File: src/rtl/uart_ctimer_pkg.sv
// Shared types for the counter/timer.
// Assumes the 3-bit mode code layout below is fixed by the register decoder.
package uart_ctimer_pkg;

    typedef enum logic [2:0] {
        MD_CNT_EXT   = 3'b000,
        MD_CNT_TXA   = 3'b001,
        MD_CNT_TXB   = 3'b010,
        MD_CNT_REF16 = 3'b011,
        MD_TMR_EXT   = 3'b100,
        MD_TMR_EXT16 = 3'b101,
        MD_TMR_REF   = 3'b110,
        MD_TMR_REF16 = 3'b111
    } ct_mode_e;

    // Number of raw clock sources that need edge detection.
    localparam int unsigned NUM_RAW_SRC = 3;
    localparam int unsigned SRC_EXT = 0;
    localparam int unsigned SRC_TXA = 1;
    localparam int unsigned SRC_TXB = 2;

    // Timer operation is selected by the top bit of the mode code.
    function automatic logic is_timer(input logic [2:0] code);
        return code[2];
    endfunction

endpackage

File: src/rtl/uart_ctimer_edge.sv
// Rising-edge detector with input synchronizer.
// Assumes SYNC_STAGES >= 2; output is a one-cycle pulse in the clk domain.
module uart_ctimer_edge #(
    parameter int unsigned SYNC_STAGES = 2
) (
    input  logic clk,
    input  logic rst_n,
    input  logic pin,
    output logic rise
);
    logic [SYNC_STAGES-1:0] sync_q;
    logic                   prev_q;

    // Move the pin level through the synchronizer chain and keep last value.
    always_ff @(posedge clk) begin
        if (!rst_n) begin
            sync_q <= '0;
            prev_q <= 1'b0;
        end else begin
            sync_q <= {sync_q[SYNC_STAGES-2:0], pin};
            prev_q <= sync_q[SYNC_STAGES-1];
        end
    end

    assign rise = sync_q[SYNC_STAGES-1] & ~prev_q;

    // A held-high source yields a single pulse.
    p_single_pulse_r10: assert property (@(posedge clk) disable iff (!rst_n)
        rise |=> !rise);

endmodule

File: src/rtl/uart_ctimer_presc.sv
// Divide-by-2**PRE_W prescaler driven by a tick enable.
// Assumes clr is the start command; emits tick on the last state when en is high.
module uart_ctimer_presc #(
    parameter int unsigned PRE_W = 4
) (
    input  logic clk,
    input  logic rst_n,
    input  logic clr,
    input  logic en,
    output logic tick
);
    logic [PRE_W-1:0] cnt_q;

    // Advance on each base enable; restart phase on clear.
    always_ff @(posedge clk) begin
        if (!rst_n || clr) begin
            cnt_q <= '0;
        end else if (en) begin
            cnt_q <= cnt_q + PRE_W'(1);
        end
    end

    assign tick = en && (cnt_q == '1);

    // After a divided tick the prescaler is back at its first state.
    p_wrap_r9: assert property (@(posedge clk) disable iff (!rst_n)
        (tick && !clr) |=> (cnt_q == '0));

endmodule

File: src/rtl/uart_ctimer_srcmux.sv
// Selects the count tick for the current mode code.
// Assumes all inputs are one-cycle enables in the clk domain.
module uart_ctimer_srcmux
    import uart_ctimer_pkg::*;
(
    input  logic [2:0] mode_sel,
    input  logic       ext_en,
    input  logic       ext_div_en,
    input  logic       txa_en,
    input  logic       txb_en,
    input  logic       ref_en,
    input  logic       ref_div_en,
    output logic       tick
);
    // Decode the mode code into a source choice.
    always_comb begin
        unique case (ct_mode_e'(mode_sel))
            MD_CNT_EXT,
            MD_TMR_EXT:    tick = ext_en;
            MD_CNT_TXA:    tick = txa_en;
            MD_CNT_TXB:    tick = txb_en;
            MD_TMR_EXT16:  tick = ext_div_en;
            MD_TMR_REF:    tick = ref_en;
            MD_CNT_REF16,
            MD_TMR_REF16:  tick = ref_div_en;
            default:       tick = 1'b0;
        endcase
    end

endmodule

File: src/rtl/uart_ctimer_core.sv
// Down-counter with timer (square wave) and counter (terminal count) behaviour.
// Assumes tick is a one-cycle enable; start wins over stop.
module uart_ctimer_core
    import uart_ctimer_pkg::*;
#(
    parameter int unsigned CNT_W = 16
) (
    input  logic             clk,
    input  logic             rst_n,
    input  logic [2:0]       mode_sel,
    input  logic [CNT_W-1:0] preload,
    input  logic             start_cmd,
    input  logic             stop_cmd,
    input  logic             tick,
    output logic             out_lvl
);
    localparam logic [CNT_W-1:0] ONE = CNT_W'(1);

    logic [CNT_W-1:0] cnt_q;
    logic             run_q;
    logic             out_q;
    logic             timer_m;

    assign timer_m = is_timer(mode_sel);

    // Count state, run flag and output level update.
    always_ff @(posedge clk) begin
        if (!rst_n) begin
            cnt_q <= '0;
            run_q <= 1'b0;
            out_q <= 1'b1;
        end else if (start_cmd) begin
            cnt_q <= preload;
            run_q <= 1'b1;
            out_q <= 1'b1;
        end else if (stop_cmd && !timer_m) begin
            run_q <= 1'b0;
            out_q <= 1'b1;
        end else if (run_q && tick) begin
            if (timer_m) begin
                if (cnt_q <= ONE) begin
                    cnt_q <= preload;
                    out_q <= ~out_q;
                end else begin
                    cnt_q <= cnt_q - ONE;
                end
            end else begin
                cnt_q <= cnt_q - ONE;
                if (cnt_q == ONE) begin
                    out_q <= 1'b0;
                end
            end
        end
    end

    assign out_lvl = out_q;

    p_start_load_r4: assert property (@(posedge clk) disable iff (!rst_n)
        start_cmd |=> (out_q && run_q && cnt_q == $past(preload)));

    p_idle_r1: assert property (@(posedge clk) disable iff (!rst_n)
        (!run_q && !start_cmd) |=> (out_q && $stable(cnt_q)));

    p_timer_quiet_r5: assert property (@(posedge clk) disable iff (!rst_n)
        (timer_m && !tick && !start_cmd) |=> $stable(out_q));

    p_hold_low_r6: assert property (@(posedge clk) disable iff (!rst_n)
        (!timer_m && !out_q && !start_cmd && !stop_cmd) |=> !out_q);

    p_stop_high_r7: assert property (@(posedge clk) disable iff (!rst_n)
        (stop_cmd && !timer_m) |=> out_q);

endmodule

File: src/rtl/uart_ctimer.sv
// Counter/timer top: edge detection, prescalers, source select and count core.
// Assumes the system clock is the reference clock; ext_pin may be asynchronous.
module uart_ctimer
    import uart_ctimer_pkg::*;
#(
    parameter int unsigned CNT_W       = 16,
    parameter int unsigned PRE_W       = 4,
    parameter int unsigned SYNC_STAGES = 2
) (
    input  logic             clk,
    input  logic             rst_n,
    input  logic [2:0]       mode_sel,
    input  logic [CNT_W-1:0] preload,
    input  logic             start_cmd,
    input  logic             stop_cmd,
    input  logic             ext_pin,
    input  logic             txa_clk,
    input  logic             txb_clk,
    output logic             ct_out
);
    logic [NUM_RAW_SRC-1:0] raw_lvl;
    logic [NUM_RAW_SRC-1:0] raw_rise;
    logic                   ref_en;
    logic                   ext_div_en;
    logic                   ref_div_en;
    logic                   tick;

    assign raw_lvl[SRC_EXT] = ext_pin;
    assign raw_lvl[SRC_TXA] = txa_clk;
    assign raw_lvl[SRC_TXB] = txb_clk;
    assign ref_en           = 1'b1;

    // One edge detector per raw source.
    for (genvar i = 0; i < NUM_RAW_SRC; i++) begin : g_edge
        uart_ctimer_edge #(.SYNC_STAGES(SYNC_STAGES)) u_edge (
            .clk  (clk),
            .rst_n(rst_n),
            .pin  (raw_lvl[i]),
            .rise (raw_rise[i])
        );
    end

    uart_ctimer_presc #(.PRE_W(PRE_W)) u_presc_ext (
        .clk  (clk),
        .rst_n(rst_n),
        .clr  (start_cmd),
        .en   (raw_rise[SRC_EXT]),
        .tick (ext_div_en)
    );

    uart_ctimer_presc #(.PRE_W(PRE_W)) u_presc_ref (
        .clk  (clk),
        .rst_n(rst_n),
        .clr  (start_cmd),
        .en   (ref_en),
        .tick (ref_div_en)
    );

    uart_ctimer_srcmux u_mux (
        .mode_sel  (mode_sel),
        .ext_en    (raw_rise[SRC_EXT]),
        .ext_div_en(ext_div_en),
        .txa_en    (raw_rise[SRC_TXA]),
        .txb_en    (raw_rise[SRC_TXB]),
        .ref_en    (ref_en),
        .ref_div_en(ref_div_en),
        .tick      (tick)
    );

    uart_ctimer_core #(.CNT_W(CNT_W)) u_core (
        .clk      (clk),
        .rst_n    (rst_n),
        .mode_sel (mode_sel),
        .preload  (preload),
        .start_cmd(start_cmd),
        .stop_cmd (stop_cmd),
        .tick     (tick),
        .out_lvl  (ct_out)
    );

endmodule

File: config.mk
export PLATFORM = sky130hd
export DESIGN_NAME = uart_ctimer
export DESIGN_NICKNAME = d
export VERILOG_FILES = /design/src/rtl/uart_ctimer_pkg.sv /design/src/rtl/uart_ctimer_edge.sv /design/src/rtl/uart_ctimer_presc.sv /design/src/rtl/uart_ctimer_srcmux.sv /design/src/rtl/uart_ctimer_core.sv /design/src/rtl/uart_ctimer.sv
export SDC_FILE = /design/constraint.sdc
export NUM_CORES = 1
export LEC_CHECK = 0
export CORE_UTILIZATION = 36
export CTS_CLUSTER_DIAMETER = 50
export CTS_CLUSTER_SIZE = 12
export DETAILED_ROUTE_END_ITERATION = 6
export DONT_BUFFER_PORTS = 1
export PLACE_DENSITY = 0.57
export SYNTH_ARGS = -nofsm -noshare
export SYNTH_HDL_FRONTEND = slang
export SYNTH_SLANG_ARGS = --single-unit
File: constraint.sdc
create_clock -name clk -period 4.1 [get_ports clk]
set_input_delay 1.23 -clock clk [delete_from_list [all_inputs] [get_ports clk]]
set_output_delay 1.23 -clock clk [all_outputs]
set_load 0.1 [all_outputs]
Yosys cells after proc, flatten, opt, wreduce, memory -nomap -nowiden
Index checks and enable logic that the tools add are counted.
{"block": "totals", "input_bits": 26, "output_inout_bits": 1, "reg_bits": 35}
{"block": "op_classes", "bitwise_logic": 8, "n_lt_le_gt_ge": 1, "n_addsub": 3, "n_eq_ne": 12, "n_reduce_logical": 15, "n_mux": 11}
{"operator": "$mux 16", "count": 5}
{"operator": "$eq 16x1->1 const B", "count": 1}
{"operator": "$le 16x1->1 const B", "count": 1}
{"operator": "$sub 16x1->16 const B", "count": 1}
{"operator": "$eq 3x3->1 const B", "count": 4}
{"operator": "$add 4x1->4 const B", "count": 2}
{"operator": "$eq 4x4->1 const B", "count": 2}
{"operator": "$eq 3x2->1 const B", "count": 2}
{"operator": "$pmux 1 s6", "count": 1}
{"operator": "$reduce_bool 2->1", "count": 3}
{"operator": "$mux 1", "count": 5}
{"operator": "$not 1->1", "count": 5}
{"operator": "$reduce_or 2->1", "count": 2}
{"operator": "$and 1x1->1", "count": 3}
{"operator": "$eq 3x1->1 const B", "count": 1}
{"operator": "$logic_and 1x1->1", "count": 3}
{"operator": "$logic_not 3->1", "count": 1}
{"operator": "$reduce_and 3->1", "count": 1}
{"operator": "$reduce_or 3->1", "count": 1}
{"operator": "$logic_not 1->1", "count": 2}
{"operator": "$ne 2x1->1 const B", "count": 1}
{"operator": "$ne 2x2->1 const B", "count": 1}
{"operator": "$reduce_and 2->1", "count": 1}
{"operator": "$logic_or 1x1->1", "count": 1}

Depth between registers and ports, before layout
{"block": "logic_depth", "ltp_word": 8, "depth_mapped": 7}

Modules after synthesis
From an unflattened synthesis, not the netlist that was laid out.
{"block": "hier_totals", "cells_unflattened": 236, "area_unflattened_um2": 2077.0}
{"module": "uart_ctimer_core", "instances": 1, "area_per_inst_um2": 1363.8, "cells_per_inst": 170}
{"module": "uart_ctimer_presc", "instances": 2, "area_per_inst_um2": 191.4, "cells_per_inst": 18}
{"module": "uart_ctimer_edge", "instances": 3, "area_per_inst_um2": 92.6, "cells_per_inst": 7}
{"module": "uart_ctimer_srcmux", "instances": 1, "area_per_inst_um2": 48.8, "cells_per_inst": 8}
{"module": "uart_ctimer", "instances": 1, "area_per_inst_um2": 3.8, "cells_per_inst": 1}

Worst setup path before layout
OpenSTA, ideal clock, no wires.
{"block": "synth_timing", "path_kind": "input port to flip-flop", "startpoint": "input port mode_sel[1]", "endpoint": "register u_core.cnt_q[11]", "t_arrival_ns": 2.644, "setup_ns": 0.117, "slack_ns": 1.339, "stages": 6, "cell_sequence": "and4b_1 > and4_1 > or4_4 > and3_1 > buf_2 > a32o_1"}
{"block": "synth_via", "elab_chain_len": 6}
{"item": "start, declared", "line_no": "uart_ctimer.sv:12", "rtl": "input logic [2:0] mode_sel,"}
{"item": "$eq 3x2->1, or another cell as far along", "line_no": "uart_ctimer_srcmux.sv:17", "rtl": "unique case (ct_mode_e'(mode_sel))"}
{"item": "$reduce_or 2->1", "line_no": "uart_ctimer_srcmux.sv:17"}
{"item": "$pmux 1 s6 *", "line_no": "uart_ctimer_srcmux.sv:17"}
{"item": "$logic_and 1x1->1 *", "line_no": "uart_ctimer_core.sv:39", "rtl": "end else if (run_q && tick) begin"}
{"item": "$reduce_bool 2->1 (no line) *"}
{"item": "$reduce_and 2->1 (no line) *"}
{"item": "end signal, assigned", "line_no": "uart_ctimer_core.sv:42", "rtl": "cnt_q <= preload;"}
{"item": "end signal, assigned", "line_no": "uart_ctimer_core.sv:45", "rtl": "cnt_q <= cnt_q - ONE;"}
{"item": "end signal, assigned", "line_no": "uart_ctimer_core.sv:48", "rtl": "cnt_q <= cnt_q - ONE;"}
{"item": "end, declared", "line_no": "uart_ctimer_core.sv:19", "rtl": "logic [CNT_W-1:0] cnt_q;"}
Mark *: on every way between the ends. The rest lies on a longest branch, timed or not.
A chain may end at the register's enable or synchronous reset.

Worst setup path in the final report
{"block": "layout_timing", "startpoint": "input port mode_sel[0]", "endpoint": "register u_core.cnt_q[3]"}
The elaborated chain is that of the path after synthesis.

==> results.cfg <==
[run_status]
status = complete, no violations

[placed_design]
place.gp.congestion = 0.816
port_buffers = 0
dpl.hpwl_mm = 3.04
dp_slack_ps = 986

[worst_setup_path]
arrival_ps = 2980
startpoint_type = primary input
path_class = in2reg
cp.required_ps = 4270
cp_max_fo = 14
end_kind = register

[global_routing]
grtUsageTotal_pct = 16.4
grt_pass1_wl_mm = 6.88
grt-ovfl-total = 0
grt_max_degree = 20
antenna_found_initial = 0
grt_pass1_vias = 1429

[synth]
ys_ff_latch = 35
synth_top_area_share_pct = 36.4
yosysTopAreaCell = dfxtp_1
ys_types = 56
async_flop_share_pct = 0
ys_seq_area_share_pct = 36.4
synthCells = 209
netlist_area_um2 = 1920
synth_edf_count = 0
syn-num-nets = 239
synthTopCellsByArea = dfxtp_1 36%, mux2_2 6.4%, a32o_1 5.7%, and2_1 4.6%, nor2_1 3.1%
synth_warnings = 0
syn_area_per_cell_um2 = 9.20
synth_ff_type = dfxtp_1

[routing]
drt_iter0_markers = 96
antenna_left = 0
wirelength_met1_mm = 2.05
dr.max_layer_used = met4
via_per_inst = 5.59
wl_per_cell_um = 15.3
wl_mm = 4.23
drt_pre_antenna_iters = 4
drc = 0
via_count = 1543
route.met3.wl_um = 264
wl_met2_mm = 1.88

[final_layout]
diodes = 0
final_common_cell = dfxtp_1
nNetsFinal = 235
layout_common_cells = 35 x dfxtp_1, 16 x nor2_1, 14 x and2_1
area_delta_synth_final_pct = 6.18
fillers = 558
drive_gt1_share_pct = 16.5

[min_path]
min_path_type = reg2reg

[cts]
post-cts-setup-buffers = 0
clk-insertion-delay-late_ps = 280
h-tree-depth = 2
cts_buffers = 5
cts_tree = done
ctsHoldBuffers = 0
clock-sinks = 35
path_clk_slew_ps = 70
cts-root-buf = clkbuf_8
clockBufferDepth = 2
cts_resized = 0

[floorplanning]
initial_utilization_pct = 37.4
dieHeight_um = 75.1
die_w_um = 75.1
num_io_pins = 27
die_area_um2 = 5640
core_area_um2 = 5140
rows = 26

[timing]
finalSetupViolCount = 0
hold_viol = 0
post-route-period-util_pct = 68.4
worst_pin_slew_ps = 1070
finalMaxSlewViolations = 0
tns_ps = 0
setup_ws_ps = 1290
timing.clock.skew_ps = 7.35
rsz0062_at_grt = no
timing.slew.headroom_pct = 28.5
max_freq_mhz = 356
period_minus_slack_ps = 2810

[power_and_ir_drop]
p_total_uw = 832
ir_drop_mv = 0.150
p_per_area_nw_per_um2 = 408
p_leak_nw = 0.717

[job]
maxCapViolations = 0
per-stage QoR:
| stage | cells | area [um2] | hold slack [ps] | util, % |
|---|---|---|---|---|
| after floorplan | 209 | 1920 | 412 | - |
| after global placement | 268 | 1950 | 413 | 38.0 |
| after detailed placement | 268 | 1950 | 419 | 38.0 |
| after CTS | 276 | 2040 | 437 | 39.7 |
| after global routing | 276 | 2040 | 467 | 39.7 |
| final | 276 | 2040 | 437 | 39.7 |
cells by family (layout without fill, tap and decap cells):
kind of cell / Yosys count / after routing / share of synthesized area, %
XOR/XNOR: 5 / 5 / 2.28
flip-flops: 35 / 35 / 36.4
adder cells (fa/ha/maj): 4 / 4 / 2.60
AO/OA/AOI/OAI: 44 / 44 / 17.4
AND/OR/NAND/NOR: 95 / 95 / 30.4
buffers and inverters: 13 / 10 / 3.38
multiplexers: 13 / 13 / 7.48
state kept, by name, summed over array words and instances (netlist names):
name and cells:
g_edge.u_edge.prev_q 3, g_edge.u_edge.sync_q 6, u_core.cnt_q 16, u_core.out_lvl 1
u_core.run_q 1, u_presc_ext.cnt_q 4, u_presc_ref.cnt_q 4
critical path, cell delays in order:
cell and delay (ps):
or3b_2 440, a22oi_1 290, o31a_1 510, o21ai_0 200, a32o_1 290
report_power, final:
group	switching (mW)	total, mW	internal [mW]
clock	0.126	0.244	0.118
sequential	0.0254	0.386	0.361
combinational	0.112	0.202	0.0900
total	0.263	0.832	0.569
per-layer routing:
metal  track usage [%]  vias to the layer above
met4              5.66                        0
met5                 0                        -
met3              5.09                        2
met1              22.9                      715
met2              23.8                       37
li1                  -                      789
cells in the mapped netlist, types with 2 or more instances:
master and count:
dfxtp_1 35, nor2_1 16, and2_1 14, a32o_1 11, mux2_2 11, nor3_1 11
o21ai_0 11, nand2_1 7, nand3_1 7, nor4_1 6, clkbuf_1 5, buf_2 4
ha_1 4, nand2b_1 4, nor2b_1 4, nand4_1 3, or4_1 3, xor2_1 3
a211oi_1 2, a21oi_1 2, and4_1 2, inv_1 2, mux2i_1 2, nor3_2 2
nor4b_1 2, o21a_1 2, o22ai_1 2, or2_2 2, or3b_2 2, xnor2_1 2
cell type report:
type | count | area (um2) | share of cell area, %
Sequential cell | 35 | 701 | 34.3
Tap cell | 70 | 87.6 | 4.29
Inverter | 2 | 7.51 | 0.368
Clock inverter | 3 | 20.0 | 0.980
Multi-Input combinational cell | 161 | 1160 | 56.7
Clock buffer | 5 | 68.8 | 3.37
worst paths after layout:
| check | start | endpoint | slack (ps) | cells past startpoint |
|---|---|---|---|---|
| hold reg to reg | g_edge[2].u_edge.sync_q[0] | g_edge[2].u_edge.sync_q[1] | 440 | 1 |
| setup / recovery | mode_sel[0] | u_core.cnt_q[3] | 1290 | 5 |
| setup reg to reg | u_core.cnt_q[0] | u_core.cnt_q[7] | 1490 | 6 |
| hold / removal | g_edge[2].u_edge.sync_q[0] | g_edge[2].u_edge.sync_q[1] | 440 | 1 |
Power figures use the tool's default switching activity.
